**config.mk**
```make
export PLATFORM = sky130hd
export DESIGN_NAME = pwr_mode_ctrl
export DESIGN_NICKNAME = d
export VERILOG_FILES = /design/src/rtl/pwr_mode_pkg.sv /design/src/rtl/pwr_ctrl_reg.sv /design/src/rtl/pwr_stab_timer.sv /design/src/rtl/pwr_mode_fsm.sv /design/src/rtl/pwr_mode_ctrl.sv
export SDC_FILE = /design/constraint.sdc
export NUM_CORES = 1
export LEC_CHECK = 0
export ABC_CLOCK_PERIOD_IN_PS = 1250
export BUFFER_PORTS_ARGS = -buffer_cell sky130_fd_sc_hd__clkbuf_2
export CAP_MARGIN = 0
export CORE_AREA = 8 8 45 47
export CTS_CLUSTER_SIZE = 14
export DETAILED_ROUTE_END_ITERATION = 6
export DIE_AREA = 0 0 53 55
export GPL_ROUTABILITY_DRIVEN = 0
export GPL_TIMING_DRIVEN = 0
export HOLD_SLACK_MARGIN = 0.06
export PLACE_DENSITY = 0.77
export SLEW_MARGIN = 20
export SYNTH_ARGS = -nofsm -noshare
export SYNTH_HDL_FRONTEND = slang
export SYNTH_SLANG_ARGS = --single-unit
```
**constraint.sdc**
```tcl
create_clock -name clk -period 1.25 [get_ports clk]
set_input_delay 0.3125 -clock clk [delete_from_list [all_inputs] [get_ports clk]]
set_output_delay 0.3125 -clock clk [all_outputs]
set_load 0.01 [all_outputs]
```
**src/rtl/pwr_mode_pkg.sv**
```systemverilog
`timescale 1ns/1ps
// Shared definitions for the power-mode controller.
// Assumes a 4-bit control register with the mode request bits in the low positions.
package pwr_mode_pkg;
    typedef enum logic [1:0] {
        ST_RUN  = 2'd0,
        ST_IDLE = 2'd1,
        ST_DOWN = 2'd2,
        ST_WAKE = 2'd3
    } pwr_state_e;

    localparam int CTRL_W   = 4;
    localparam int IDLE_BIT = 0;
    localparam int DOWN_BIT = 1;

    localparam logic [1:0] MODE_RUN  = 2'd0;
    localparam logic [1:0] MODE_IDLE = 2'd1;
    localparam logic [1:0] MODE_DOWN = 2'd2;
endpackage

```
**src/rtl/pwr_ctrl_reg.sv**
```systemverilog
`timescale 1ns/1ps
// Control register: software write port plus hardware clears of the mode bits.
// Assumes wr_allow is low whenever a hardware clear is requested.
module pwr_ctrl_reg #(
    parameter int W = pwr_mode_pkg::CTRL_W
) (
    input  logic         clk,
    input  logic         rst_n,
    input  logic         wr_allow,
    input  logic         wr_en,
    input  logic [W-1:0] wr_data,
    input  logic         clr_idle,
    input  logic         clr_down,
    output logic [W-1:0] q
);
    import pwr_mode_pkg::*;

    // Store software writes in run, otherwise apply hardware clears.
    always_ff @(posedge clk) begin
        if (!rst_n) begin
            q <= '0;
        end else if (wr_allow && wr_en) begin
            q <= wr_data;
        end else begin
            if (clr_idle) q[IDLE_BIT] <= 1'b0;
            if (clr_down) q[DOWN_BIT] <= 1'b0;
        end
    end
endmodule

```
**src/rtl/pwr_stab_timer.sv**
```systemverilog
`timescale 1ns/1ps
// Oscillator stabilisation counter: counts while run is high, done on the last cycle.
// Assumes STAB_CYCLES >= 1; the count restarts whenever run drops.
module pwr_stab_timer #(
    parameter int STAB_CYCLES = 16
) (
    input  logic clk,
    input  logic rst_n,
    input  logic run,
    output logic done
);
    localparam int CNT_W = (STAB_CYCLES < 2) ? 1 : $clog2(STAB_CYCLES);
    localparam logic [CNT_W-1:0] LAST = CNT_W'(STAB_CYCLES - 1);

    logic [CNT_W-1:0] cnt;

    // Count cycles of the stabilisation wait, clearing when idle or finished.
    always_ff @(posedge clk) begin
        if (!rst_n || !run || done) begin
            cnt <= '0;
        end else begin
            cnt <= cnt + 1'b1;
        end
    end

    assign done = run && (cnt == LAST);
endmodule

```
**src/rtl/pwr_mode_fsm.sv**
```systemverilog
`timescale 1ns/1ps
// Mode sequencer: run, idle, power-down and the stabilisation wait.
// Assumes request bits are sampled from the register value held before the retiring write.
module pwr_mode_fsm (
    input  logic                     clk,
    input  logic                     rst_n,
    input  logic                     insn_retire,
    input  logic                     irq_pending,
    input  logic                     wake_irq,
    input  logic                     idle_req,
    input  logic                     down_req,
    input  logic                     stab_done,
    output pwr_mode_pkg::pwr_state_e state,
    output logic                     clr_idle,
    output logic                     clr_down,
    output logic                     timer_run
);
    import pwr_mode_pkg::*;

    pwr_state_e nxt;

    // Choose the next state and the hardware clears of the request bits.
    always_comb begin
        nxt      = state;
        clr_idle = 1'b0;
        clr_down = 1'b0;
        unique case (state)
            ST_RUN: begin
                if (insn_retire && down_req)      nxt = ST_DOWN;
                else if (insn_retire && idle_req) nxt = ST_IDLE;
            end
            ST_IDLE: begin
                if (irq_pending) begin
                    nxt      = ST_RUN;
                    clr_idle = 1'b1;
                end
            end
            ST_DOWN: begin
                if (wake_irq) nxt = ST_WAKE;
            end
            ST_WAKE: begin
                if (stab_done) begin
                    nxt      = ST_RUN;
                    clr_idle = 1'b1;
                    clr_down = 1'b1;
                end
            end
            default: nxt = ST_RUN;
        endcase
    end

    // Hold the current state.
    always_ff @(posedge clk) begin
        if (!rst_n) state <= ST_RUN;
        else        state <= nxt;
    end

    assign timer_run = (state == ST_WAKE);
endmodule

```
**src/rtl/pwr_mode_ctrl.sv**
```systemverilog
`timescale 1ns/1ps
// Power-mode controller top: register, sequencer and stabilisation counter.
// Outputs are forced to the run state combinationally while rst_n is low.
module pwr_mode_ctrl #(
    parameter int STAB_CYCLES = 16
) (
    input  logic       clk,
    input  logic       rst_n,
    input  logic       reg_wr_en,
    input  logic [3:0] reg_wr_data,
    output logic [3:0] reg_rd_data,
    input  logic       insn_retire,
    input  logic       irq_pending,
    input  logic       wake_irq,
    output logic       cpu_clk_en,
    output logic       per_clk_en,
    output logic       osc_en,
    output logic [1:0] mode
);
    import pwr_mode_pkg::*;

    pwr_state_e        state;
    logic [CTRL_W-1:0] ctrl_q;
    logic              clr_idle, clr_down, timer_run, stab_done;

    pwr_ctrl_reg #(.W(CTRL_W)) u_reg (
        .clk      (clk),
        .rst_n    (rst_n),
        .wr_allow (state == ST_RUN),
        .wr_en    (reg_wr_en),
        .wr_data  (reg_wr_data),
        .clr_idle (clr_idle),
        .clr_down (clr_down),
        .q        (ctrl_q)
    );

    pwr_mode_fsm u_fsm (
        .clk         (clk),
        .rst_n       (rst_n),
        .insn_retire (insn_retire),
        .irq_pending (irq_pending),
        .wake_irq    (wake_irq),
        .idle_req    (ctrl_q[IDLE_BIT]),
        .down_req    (ctrl_q[DOWN_BIT]),
        .stab_done   (stab_done),
        .state       (state),
        .clr_idle    (clr_idle),
        .clr_down    (clr_down),
        .timer_run   (timer_run)
    );

    pwr_stab_timer #(.STAB_CYCLES(STAB_CYCLES)) u_timer (
        .clk   (clk),
        .rst_n (rst_n),
        .run   (timer_run),
        .done  (stab_done)
    );

    // Derive enables and mode code, overriding with run while reset is held.
    always_comb begin
        cpu_clk_en  = !rst_n || (state == ST_RUN);
        per_clk_en  = !rst_n || (state == ST_RUN) || (state == ST_IDLE);
        osc_en      = !rst_n || (state != ST_DOWN);
        reg_rd_data = ctrl_q;
        reg_rd_data[IDLE_BIT] = ctrl_q[IDLE_BIT] && rst_n;
        if (!rst_n)                                      mode = MODE_RUN;
        else if (state == ST_IDLE)                       mode = MODE_IDLE;
        else if (state == ST_DOWN || state == ST_WAKE)   mode = MODE_DOWN;
        else                                             mode = MODE_RUN;
    end
endmodule

```
---- Word level (Yosys, flattened, before mapping) ----
Index checks and enable logic that the tools add are counted.
storage, ports and cells
  output and inout bits ................... 9
  input bits .............................. 10
  bits in latches ......................... 0
  word-level logic and storage cells ...... 48
  memories kept ........................... 0
  memory bits (read-only) ................. 0
  flip-flop bits (word level) ............. 10
  RAM bits ................................ 0
operators by class
  bitwise gates (word level) .............. 0
  multiplexer cells ....................... 16
  order comparisons ....................... 0
  equality and inequality tests ........... 9
  divide/modulo/power cells ............... 0
  multiply operators ...................... 0
  shift-type cells ........................ 0
  reductions and logical operators ........ 17
  add/subtract/negate cells ............... 1
operators by type and width
  cell                   count
  $mux W2                9
  $ne A2 B2 Y1 const B   4
  $pmux W2 S4            1
  $logic_or A1 B1 Y1     6
  $logic_and A1 B1 Y1    5
  $mux W1                5
  $add A4 B1 Y4 const B  1
  $eq A2 B2 Y1 const B   2
  $eq A4 B4 Y1 const B   1
  $reduce_and A4 Y1      1
  $reduce_bool A2 Y1     2
  $ne A3 B1 Y1 const B   1
  $eq A2 B1 Y1 const B   1
  $logic_not A1 Y1       2
  $logic_not A2 Y1       1
  $pmux W1 S2            1

---- Longest topological paths before layout ----
Gate-level depths: netlist of the first run.
  word-level depth ........................ 6
  mapped depth ............................ 4
  depth with buffers taken out ............ 4

---- Cells and area by module ----
A second synthesis of the first run with hierarchy kept.
second synthesis, totals
  cell total of the unflattened synthesis .. 54
  area, all modules ....................... 484.2 um^2
modules (own cells, without submodules)
  module          area an instance (um^2)  cells each  seq. area each (um^2)  instances
  pwr_ctrl_reg    158.9                    17          80.1                   1
  pwr_stab_timer  156.4                    17          80.1                   1
  pwr_mode_fsm    126.4                    13          40.0                   1
  pwr_mode_ctrl   42.5                     7           0.0                    1

---- Worst setup path after synthesis of the first run ----
Ideal clock, no wire load.
  path kind ............................... register to output
  start ................................... register u_fsm.state[1]
  end ..................................... output port osc_en
  arrival time ............................ 0.850 ns
  stages on the path, launching flop included .. 4
  data required time ...................... 0.938 ns
  slack ................................... 0.087 ns
  path buffers ............................ 1
  cell sequence ........................... dfxtp_1 buf_4 and2_1 nand2b_1
on the way
  longest elaborated chain between the ends .. 2
ends and longest elaborated chain
  item                    line                 RTL
  start, declared         pwr_mode_fsm.sv:13   output pwr_mode_pkg::pwr_state_e state,
  start signal, assigned  pwr_mode_fsm.sv:55   else state <= nxt;
  $ne A2 B2 Y1            pwr_mode_ctrl.sv:63  osc_en = !rst_n || (state != ST_DOWN);
  $logic_or A1 B1 Y1      pwr_mode_ctrl.sv:63
  end, declared           pwr_mode_ctrl.sv:17  output logic osc_en,
No other way between the ends.

---- Worst setup path in the final report of the first run ----
Same ends and word-level chain as after synthesis.

==> summary.txt, run 1 <==
Status
  – Status: finished, violations left
  – Failing checks: setup timing

Power and ir drop
  – Pwr dens: 1320 nW/um^2
  – Worst vdd ir: 0.742 mV
  – P_leak: 0.346 nW

Placed design
  – Final HPWL DP: 882 um
  – Cell count after placement: 94
  – Post-DP Area: 643 um^2
  – Input/output buffers: 18
  – Post-placement worst setup slack: 18.5 ps

Floorplan
  – Core area: 1380 um^2
  – Initial cell density of the core: 38.5%
  – Row count: 14
  – Die footprint: 2920 um^2
  – Die W: 53 um
  – Die Y: 55 um
  – Top-Level Pins: 19

Global route
  – Number of global-route vias before repair: 494
  – Total gr overflow: 0
  – First-pass GRT wire length: 2130 um
  – Largest net degree at the start of global routing: 11
  – Gr usage total: 10.1%
  – Initial antenna violation count: 0

Finish
  – Multi-input gate area: 317 um^2
  – Reg area: 206 um^2
  – Share of cells above drive strength 1: 50.6%
  – Finished layout cell area: 773 um^2
  – Final net count: 101
  – Antenna Diode Count: 0
  – Fillers: 139
  – Post-route insts no fill: 105
  – Syn-to-layout area delta: 45.1%

CTS
  – CTS Buf Count: 3
  – Skew-Pair Late Insertion Delay: 270 ps
  – TritonCTS Sinks: 10
  – Clock slew at reported path FFs: 60 ps
  – H-tree depth: 1
  – Clock Root Buffer: clkbuf_4
  – Bufs on Longest Clock Path: 2
  – TritonCTS clock tree: done

Logic synthesis
  – Synth area leader: dfxtp_1
  – Mapped Area: 533 um^2
  – Top cell type's share of synthesized area: 37.6%
  – Part of the Yosys area used for sequential elements: 37.6%
  – Yosys warning count: 0
  – Post-synth EDFFs: 0
  – Post-synth ARST share: 0%
  – Mapped Cells: 60
  – Yosys reg bits: 10
  – Synth Area per Inst: 8.88 um^2
  – Ys flop type: dfxtp_1
  – Count leader, synth: dfxtp_1
  – Mapped Nets: 71
  – Synth unique cells: 28
  – Synth top cells by count: dfxtp_1 (10), nor2_1 (6), nand2_1 (5)
  – Synth top area cells: dfxtp_1 (38%), mux2i_1 (5.6%), buf_4 (5.6%), nor2b_1 (4.7%), nor2_1 (4.2%)

STA
  – Worst Skew: 1.01 ps
  – Slew headroom: 85.4%
  – Final setup vio count: 5
  – Final setup margin: -90.3 ps
  – Post-layout min period: 1340 ps
  – Final worst-path cycle share: 107%
  – Hold Vio Cnt, Final: 0
  – Slew @ Worst Pin: 218 ps
  – Final-report max-slew violation count: 0
  – RSZ-0062 raised after global routing: yes
  – FMAX: 746 MHz

Route
  – Vias: 518
  – Post-route DRC: 0
  – Avg WL per Cell: 11.9 um
  – Routed Wire Length: 1250 um
  – Final ANT Viol Nets: 0
  – Vias per inst: 4.93
  – Initial DRT Pass Iterations: 4
  – DR iter-0 viols: 4

Setup path
  – Crit path kind: reg2out
  – CP Cell Sequence: buf_6, and2_4, nand2b_1, clkbuf_2
  – CP Buf/Inv Count: 2
  – Slowest stage delay, CP: 320 ps
  – Critical-path maximum fanout: 4
  – CP top delay family: flip-flops
  – Crit start category: register
  – CP Capture Type: output port
  – CP Data Required Time: 940 ps
  – CP max-delay cell: dfxtp_2
  – Worst Path Arrival: 1030 ps

Hold path
  – Hold/Removal Path Class: in2reg

Run
  – MaxCap Viol Count: 0
[area by class of cell]
type                    count  area share, %
inverters                   2          0.971
multi-input cells          44           40.9
clock buffers               4           4.69
flip-flops and latches     10           26.7
repair buffers             25           19.3
plain buffers               4           4.85
well taps                  16           2.59
[final timing paths]
kind	to	slack, ps	depth (start not counted)	start
setup / recovery	osc_en	-90	4	u_fsm.state[1]$_SDFFE_PN0P_
hold / removal	u_reg.q[3]$_SDFFE_PN0P_	320	3	reg_wr_data[3]
setup reg to reg	u_fsm.state[0]$_SDFFE_PN0P_	60	6	u_fsm.state[1]$_SDFFE_PN0P_
hold reg to reg	u_timer.cnt[0]$_SDFF_PP0_	480	1	u_timer.cnt[0]$_SDFF_PP0_
[cell families (layout without fill, tap and decap cells)]
family / after synthesis / count (layout) / synth area share [%]
muxes: 3 / 3 / 5.63
AOI/OAI and AO/OA: 9 / 9 / 10.6
buffers and inverters: 6 / 35 / 7.04
xor gates and xnor gates: 2 / 2 / 3.29
DFF: 10 / 10 / 37.6
adders and majority gates: 1 / 1 / 2.35
and+or+nand+nor: 29 / 29 / 33.6
[state kept, by name, indices dropped and copies added, names as in the netlist]
name	cells
u_timer.cnt	4
u_reg.q	4
u_fsm.state	2
[metrics by stage]
| step | TNS [ps] | util [%] | power (W) | hold WS [ps] |
|---|---|---|---|---|
| after floorplan | 0 | - | 0.000561 | 418 |
| after global placement | 0 | 46.5 | 0.000634 | 430 |
| after detailed placement | 0 | 46.5 | 0.000639 | 438 |
| after CTS | -320 | 54.2 | 0.00102 | 311 |
| after global routing | -610 | 55.9 | 0.00109 | 341 |
| final | -238 | 55.9 | 0.00102 | 318 |
[report_power, final]
group | total (W) | switching, W | internal (W)
sequential | 0.000376 | 0.0000218 | 0.000354
clock | 0.000287 | 0.000110 | 0.000177
combinational | 0.000357 | 0.000154 | 0.000202
total | 0.00102 | 0.000286 | 0.000733
[placed cells by master (no fill, tap or decap), types with 2 or more instances in the layout]
master	Yosys	routed
nand3_1	2	2
clkbuf_4	0	3
buf_2	0	3
buf_6	0	3
dfxtp_2	0	2
o21ai_1	2	2
and2_4	1	2
nand2b_1	2	2
dfxtp_1	10	7
a21oi_1	3	3
mux2i_1	3	3
nand2_1	5	4
nor2_1	6	6
buf_4	4	9
clkbuf_2	0	14
nor2b_1	4	3
[worst reg2reg max path: cells and delay by family (launching register included)]
kind	cells	cell delay [ps]
buffers and inverters	3	390
and+or+nand+nor	1	180
AOI/OAI and AO/OA	2	200
DFF	1	320
[metal layers]
metal  GRT usage [%]  wire length (um)
met1            9.36               487
met3            5.35               130
met2            16.8               593
met5               0                 0
met4            7.76                34
[timing repair]
action,CTS,global route
setup endpoints to repair,6,6
setup buffers,7,0
hold buffers,0,0
gates resized for setup,8,9
pin swaps,0,2
Power figures use the tool's default switching activity.
==> run 2, diff against run 1 <==
Settings changed: BUFFER_PORTS_ARGS -buffer_cell sky130_fd_sc_hd__clkbuf_2 to not set, CORE_AREA 8 8 45 47 to not set, CORE_MARGIN set to 8, CORE_UTILIZATION set to 30, DIE_AREA 0 0 53 55 to not set, DONT_BUFFER_PORTS set to 1, PLACE_DENSITY 0.77 to 0.54.
==> run 2 against run 1 <==
Effect of this change:
- the flow still finishes with violations (setup timing)
- worst setup slack improved by 56 ps
- sequential power rose by 1%
- power fell by 3.2%
- cell count fell by 9.5%
- combinational power fell by 12%
- sequential cell count did not move
- largest power group unchanged
- highest routed layer is now met3
==> summary.txt, run 2 (synthesis gave the netlist of run 1 again) <==
CTS
  – Bufs on Longest Clock Path: 2 (unchanged)
  – CTS Buf Count: 3 (unchanged)
  – TritonCTS Sinks: 10 (unchanged)
  – Hold_buf cts: 0 (unchanged)
  – TritonCTS clock tree: done
  – H-tree depth: 1 (unchanged)
  – Clock slew at reported path FFs: 70 ps (about the same)
  – Skew-Pair Late Insertion Delay: 260 ps (about the same)
  – Clock Root Buffer: clkbuf_4

Placed design
  – Final HPWL DP: 871 um (-1.2%)
  – Post-DP Area: 564 um^2 (-12%)
  – Input/output buffers: 0 (-18)

STA
  – Hold Vio Cnt, Final: 0 (unchanged)
  – FMAX: 778 MHz (+4.3%)
  – Slew headroom: 84.6% (-0.84 points)
  – Final worst-path cycle share: 103% (-4.5 points)
  – RSZ-0062 raised after global routing: yes
  – Worst Skew: 0.578 ps (-0.434 ps)
  – Slew @ Worst Pin: 231 ps (+12.6 ps)
  – Final-report max-slew violation count: 0 (unchanged)
  – Final setup margin: -34.6 ps (+55.6 ps)
  – Post-layout min period: 1280 ps (-55.6 ps)
  – Final setup vio count: 2 (-3)

Route
  – Initial DRT Pass Iterations: 2 (-2)
  – Final ANT Viol Nets: 0 (unchanged)
  – Avg WL per Cell: 13.0 um (+9.2%)
  – DR iter-0 viols: 7 (+3)
  – Vias per inst: 4.64 (-5.9%)
  – Routed Wire Length: 1230 um (-1.2%)
  – Post-route DRC: 0 (unchanged)
  – Vias: 441 (-15%)

Setup path
  – Crit path kind: reg2out
  – CP Cell Sequence: buf_6, and2_4, nand2b_4
  – Crit Reg-Reg Endpoint: u_fsm.state[1]$_SDFFE_PN0P_
  – CP Buf/Inv Count: 1 (-1)
  – Reg2reg path depth: 6 (unchanged)
  – Critical-path maximum fanout: 5 (+1)
  – Worst R2R Start: u_fsm.state[1]$_SDFFE_PN0P_
  – CP top delay family: flip-flops
  – CP Data Required Time: 940 ps (about the same)
  – Worst Path Arrival: 970 ps (-60 ps)
  – Crit start category: register
  – CP max-delay cell: dfxtp_2
  – Slowest stage delay, CP: 340 ps (+20 ps)
  – Reg2reg setup slack: 70 ps (about the same)
  – CP Capture Type: output port

Floorplan
  – Row count: 15 (+1)
  – Top-Level Pins: 19 (unchanged)
  – Initial cell density of the core: 31.2% (-7.3 points)
  – Die footprint: 3380 um^2 (+16%)
  – Core area: 1710 um^2 (+23%)
  – Die Y: 58.2 um (+5.7%)
  – Die W: 58.2 um (+9.7%)

Power and ir drop
  – Switching share of power: 29.1% (+0.99 points)
  – Total Power: 0.000987 W (-3.2%)
  – Clock share of power: 29.4% (+1.2 points)
  – P_sw: 0.000287 W (+0.22%)
  – Pwr dens: 1430 nW/um^2 (+8.8%)
  – Comb pwr share: 32.0% (-3.0 points)
  – Sequential Power Share: 38.6% (+1.7 points)
  – Worst vdd ir: 0.715 mV (-3.6%)
  – P_leak: 0.265 nW (-23%)
  – Int Pwr: 0.000700 W (-4.5%)

Global route
  – Total gr overflow: 0 (unchanged)
  – Initial antenna violation count: 0 (unchanged)
  – Largest net degree at the start of global routing: 11 (unchanged)
  – Number of global-route vias before repair: 446 (-9.7%)
  – First-pass GRT wire length: 2150 um (+1.3%)
  – Gr usage total: 8.29% (-1.9 points)

Hold path
  – Origin of the worst min-delay path: reg_wr_data[3]
  – Hold Crit Endpoint: u_reg.q[3]$_SDFFE_PN0P_
  – Hold/Removal Path Class: in2reg
  – Hold depth: 2 (-1)

Finish
  – Share of cells above drive strength 1: 42.9% (-7.7 points)
  – Final net count: 82 (-19%)
  – Syn-to-layout area delta: 29.1%
  – Most common cell after layout, fill and taps aside: buf_4
  – Most frequent cells in the layout: buf_4 (8), dfxtp_1 (7), nor2_1 (5)
  – Fillers: 181 (+30%)
  – Antenna Diode Count: 0 (unchanged)
  – Biggest regs: u_reg.q x4, u_timer.cnt x4, u_fsm.state x2
  – Finished layout cell area: 688 um^2 (-11%)

Run
  – MaxCap Viol Count: 0 (unchanged)

Status
  – Failing checks: setup timing
  – Status: finished, violations left
==> run 2: repair_timing <==
| action | 4_1_cts | 5_1_grt |
|---|---|---|
| setup buffers | 6 | 0 |
| gates resized for setup | 11 | 5 |
| endpoints found under the setup margin | 5 | 8 |
| pin swaps | 2 | 1 |
==> run 2: worst reg2reg max path, cell delays in order, from the launching register on <==
cell and delay [ps]:
dfxtp_2 330, buf_6 120, buf_4 130, buf_4 130, a21oi_1 130, o2bb2ai_1 90
and2_1 150
==> run 2: area by class of cell <==
| type | count | area [um^2] | share of cell area [%] |
|---|---|---|---|
| plain buffers | 4 | 37.5 | 5.45 |
| clock buffers | 4 | 36.3 | 5.27 |
| inverters | 2 | 7.51 | 1.09 |
| multi-input cells | 44 | 324 | 47.1 |
| flip-flops and latches | 10 | 206 | 30.0 |
| well taps | 25 | 31.3 | 4.55 |
| repair buffers | 6 | 45.0 | 6.55 |
==> run 2: metrics by stage <==
step / setup WS, ps / utilization, % / TNS (ps) / hold WS, ps / instances
floorplan: 87.3 / - / 0 / 418 / 60
finish: -34.6 / 40.3 / -54.6 / 223 / 95
detailed placement: -0.0270 / 33.0 / -0.0270 / 440 / 85
global placement: 4.00 / 33.0 / 0 / 433 / 85
CTS: -40.6 / 39.6 / -76.2 / 218 / 95
global route: -75.5 / 40.3 / -179 / 245 / 95
==> run 2: layer usage <==
layer	global-route usage, %	part of all wire (%)	vias to the layer above
met5	0	0	-
met4	2.10	0	0
met1	7.80	37	210
met2	15.0	55	7
li1	-	-	224
met3	4.86	7.4	0
==> run 2: worst max path at each step <==
stage               cells past startpoint                   startpoint  slack (ps)      to
floorplan                               3  u_fsm.state[1]$_SDFFE_PN0P_          90  osc_en
global placement                        3  u_fsm.state[1]$_SDFFE_PN0P_           4  osc_en
detailed placement                      3  u_fsm.state[1]$_SDFFE_PN0P_       -0.03  osc_en
CTS                                     3  u_fsm.state[1]$_SDFFE_PN0P_         -40  osc_en
global route                            3  u_fsm.state[1]$_SDFFE_PN0P_         -80  osc_en
finish                                  3  u_fsm.state[1]$_SDFFE_PN0P_         -30  osc_en
==> run 2: power by group through the flow <==
stage | Combinational, W | Sequential, W | Clock [W]
floorplan | 0.000179 | 0.000383 | 0
global placement | 0.000203 | 0.000392 | 0
detailed placement | 0.000207 | 0.000392 | 0
CTS | 0.000308 | 0.000380 | 0.000304
global route | 0.000347 | 0.000385 | 0.000323
finish | 0.000315 | 0.000381 | 0.000290
==> run 3, diff against run 2 <==
Settings changed: SYNTH_HIERARCHICAL set to 1.
==> run 3 against run 2 <==
Effect of this change:
- the flow still finishes with violations (setup timing)
- sequential power is 8.1% lower
- power is 27% lower
- global-route usage is 1.1 points lower
- register-to-register slack worse by 180 ps
- hold slack worse by 48 ps
- cell count is 18% lower
- worst setup slack worse by 75 ps
- critical path depth is 4 higher
- synthesized area is 9.2% lower
- first-iteration DRC count is 43% lower
- design area is 7.8% lower
- sequential cell count stayed put
- critical path type is now reg2reg
- critical endpoint is now u_reg/q[0]$_SDFFE_PN0P_
- largest power group unchanged
==> summary.txt, run 3 <==
Status
  – Status: finished, violations left
  – Failing checks: setup timing

Route
  – Initial DRT Pass Iterations: 4 (+2)
  – Final ANT Viol Nets: 0 (unchanged)
  – Avg WL per Cell: 14.9 um (+15%)
  – Vias per inst: 5.26 (+13%)
  – WL met1: 495 um (+7.4%)
  – Met3 WL: 145 um (+59%)
  – Routed Wire Length: 1160 um (-5.8%)
  – Post-route DRC: 0 (unchanged)
  – DR iter-0 viols: 4 (-3)
  – Max layer used: met3
  – Met2 wire len: 518 um (-24%)
  – Vias: 410 (-7.0%)

Setup path
  – CP max-delay cell: dfxtp_4
  – Crit path kind: reg2reg
  – Crit start category: register
  – CP dominant cell by count: and2_4
  – Critical-path maximum fanout: 6 (+1)
  – Worst Path Arrival: 1570 ps (+600 ps)
  – CP Capture Type: register
  – Reg2reg path depth: 7 (+1)
  – Slowest stage delay, CP: 370 ps (+30 ps)
  – CP Cell Sequence: and2_4, inv_4, nor2_4, mux2_4, and2_4, nand3b_1, a21boi_1
  – CP Data Required Time: 1460 ps (+520 ps)

Logic synthesis
  – Synth top area cells: dfxtp_1 (41%), nand3_1 (7.2%), a21boi_1 (6.2%), nand3b_1 (6.2%), and2_2 (4.7%)
  – Ys flop type: dfxtp_1
  – Synth Area per Inst: 8.97 um^2 (+0.94%)
  – Top cell type's share of synthesized area: 41.3% (+3.8 points)
  – Synth area leader: dfxtp_1
  – Mapped Cells: 54 (-10%)
  – Synth top cells by count: dfxtp_1 (10), nand3_1 (7)
  – Yosys warning count: 6 (+6)
  – Synth unique cells: 21 (-25%)
  – Part of the Yosys area used for sequential elements: 41.3% (+3.8 points)
  – Count leader, synth: dfxtp_1
  – Mapped Area: 484 um^2 (-9.2%)
  – Post-synth EDFFs: 0 (unchanged)
  – Mapped Nets: 65 (-8.5%)
  – Yosys reg bits: 10 (unchanged)
  – Post-synth ARST share: 0% (unchanged)

STA
  – Worst Skew: 3.67 ps (+3.09 ps)
  – Post-layout min period: 1360 ps (+74.9 ps)
  – FMAX: 736 MHz (-5.5%)
  – Final-report max-slew violation count: 0 (unchanged)
  – Final setup margin: -110 ps (-74.9 ps)
  – Hold Slack: 175 ps (-48.3 ps)
  – Slew @ Worst Pin: 373 ps (+142 ps)
  – Final worst-path cycle share: 109% (+6.0 points)
  – RSZ-0062 raised after global routing: yes
  – Slew headroom: 74.9% (-9.7 points)
  – Hold Vio Cnt, Final: 0 (unchanged)
  – Final setup vio count: 6 (+4)

CTS
  – Bufs on Longest Clock Path: 2 (unchanged)
  – CTS Buf Count: 3 (unchanged)
  – Skew-Pair Late Insertion Delay: 270 ps (about the same)
  – TritonCTS clock tree: done
  – Clock Root Buffer: clkbuf_4
  – TritonCTS Sinks: 10 (unchanged)
  – Clock slew at reported path FFs: 70 ps (about the same)
  – H-tree depth: 1 (unchanged)

Finish
  – Fillers: 152 (-16%)
  – Antenna Diode Count: 0 (unchanged)
  – Reg area: 210 um^2 (+1.8%)
  – Most frequent cells in the layout: nand3_1 (6), dfxtp_1 (6), nand3b_1 (4), a21boi_1 (4)
  – Multi-input gate area: 313 um^2 (-3.5%)
  – Post-route insts no fill: 78 (-18%)
  – Biggest regs: u_reg/q x4, u_timer/cnt x4, u_fsm/state x2
  – Finished layout cell area: 634 um^2 (-7.8%)
  – Share of cells above drive strength 1: 40.3% (-2.5 points)
  – Final net count: 74 (-9.8%)
  – Syn-to-layout area delta: 31.0%

Floorplan
  – Die W: 56.2 um (-3.4%)
  – Die footprint: 3160 um^2 (-6.7%)
  – Die Y: 56.2 um (-3.4%)
  – Top-Level Pins: 19 (unchanged)
  – Row count: 14 (-1)
  – Initial cell density of the core: 32.1% (+0.93 points)
  – Core area: 1510 um^2 (-12%)

Global route
  – Largest net degree at the start of global routing: 14 (+3)
  – Total gr overflow: 0 (unchanged)
  – Gr usage total: 7.23% (-1.1 points)
  – First-pass GRT wire length: 1840 um (-14%)
  – Initial antenna violation count: 0 (unchanged)
  – Number of global-route vias before repair: 397 (-11%)

Power and ir drop
  – Worst vdd ir: 0.519 mV (-27%)
  – Pwr dens: 1140 nW/um^2 (-21%)
  – Total Power: 0.000721 W (-27%)
  – P_leak: 0.246 nW (-7.3%)

Run
  – MaxCap Viol Count: 0 (unchanged)

Placed design
  – Post-DP Area: 531 um^2 (-6.0%)
  – Post-placement worst setup slack: -163 ps (-163 ps)
  – Input/output buffers: 0 (unchanged)
  – Cell count after placement: 70 (-18%)

Hold path
  – Hold/Removal Path Class: in2reg
  – Hold depth: 2 (unchanged)
-- run 3: cell count changes after synthesis, moves of 3 or more --
cell	change
mux2i_1	-3
nor2b_1	-4
and2_2	+3
inv_1	+3
nand3b_1	+3
a21boi_1	+4
nand3_1	+5
buf_4	-4
-- run 3: repair_timing --
action	4_1_cts	5_1_grt
buffers inserted	2	2
endpoints found under the setup margin	7	9
gates resized for setup	2	10
hold buffers	0	0
hold endpoints to repair	0	0
cloned	0	0
pin swaps	0	4
-- run 3: cell type report --
| cell class | count | share of cell area (%) |
|---|---|---|
| Inverter | 4 | 2.76 |
| Multi-Input combinational cell | 40 | 49.3 |
| Clock buffer | 4 | 5.72 |
| Timing Repair Buffer | 4 | 5.92 |
| Tap cell | 16 | 3.16 |
| Sequential cell | 10 | 33.1 |
-- run 3: layer usage --
metal	vias to the layer above	GRT usage, %
li1	205	-
met1	190	8.68
met2	15	9.67
met3	0	6.16
met4	0	1.03
met5	-	0
-- run 3: worst paths after layout --
kind / startpoint / end / slack, ps
worst max-delay path: u_fsm/state[1]$_SDFFE_PN0P_ / u_reg/q[0]$_SDFFE_PN0P_ / -110
worst min-delay path: rst_n / u_fsm/state[0]$_SDFFE_PN0P_ / 180
worst max register to register: u_fsm/state[1]$_SDFFE_PN0P_ / u_reg/q[0]$_SDFFE_PN0P_ / -110
worst min register to register: u_timer/cnt[0]$_SDFF_PP0_ / u_timer/cnt[0]$_SDFF_PP0_ / 440
-- run 3: kinds of logic after synthesis --
logic type	count (synthesis)	share of synthesized area (%)
muxes	1	3.10
AOI/OAI and AO/OA	8	11.9
buffers and inverters	4	3.10
xor gates and xnor gates	2	3.62
DFF	10	41.3
and+or+nand+nor	28	34.4
adders and majority gates	1	2.58
-- run 3: power by group --
| part | leakage [nW] | switching (W) | internal (W) |
|---|---|---|---|
| Clock | 0.0210 | 0.000124 | 0.000177 |
| Combinational | 0.141 | 0.0000331 | 0.0000380 |
| Sequential | 0.0839 | 0.0000192 | 0.000331 |
-- run 3: critical path: cells and delay by family, from the launching register on --
| kind | cells | cell delay (ps) |
|---|---|---|
| multiplexers | 1 | 260 |
| AND/OR/NAND/NOR | 4 | 470 |
| flip-flops | 1 | 370 |
| AO/OA/AOI/OAI | 1 | 130 |
| buffers and inverters | 1 | 50 |
-- run 3: metrics by stage --
| stage | utilization, % | setup TNS, ps |
|---|---|---|
| finish | 42.1 | -258 |
| global route | 42.1 | -875 |
| CTS | 38.7 | -276 |
| detailed placement | 35.2 | -289 |
| global placement | 35.2 | -265 |
| floorplan | - | -39.8 |
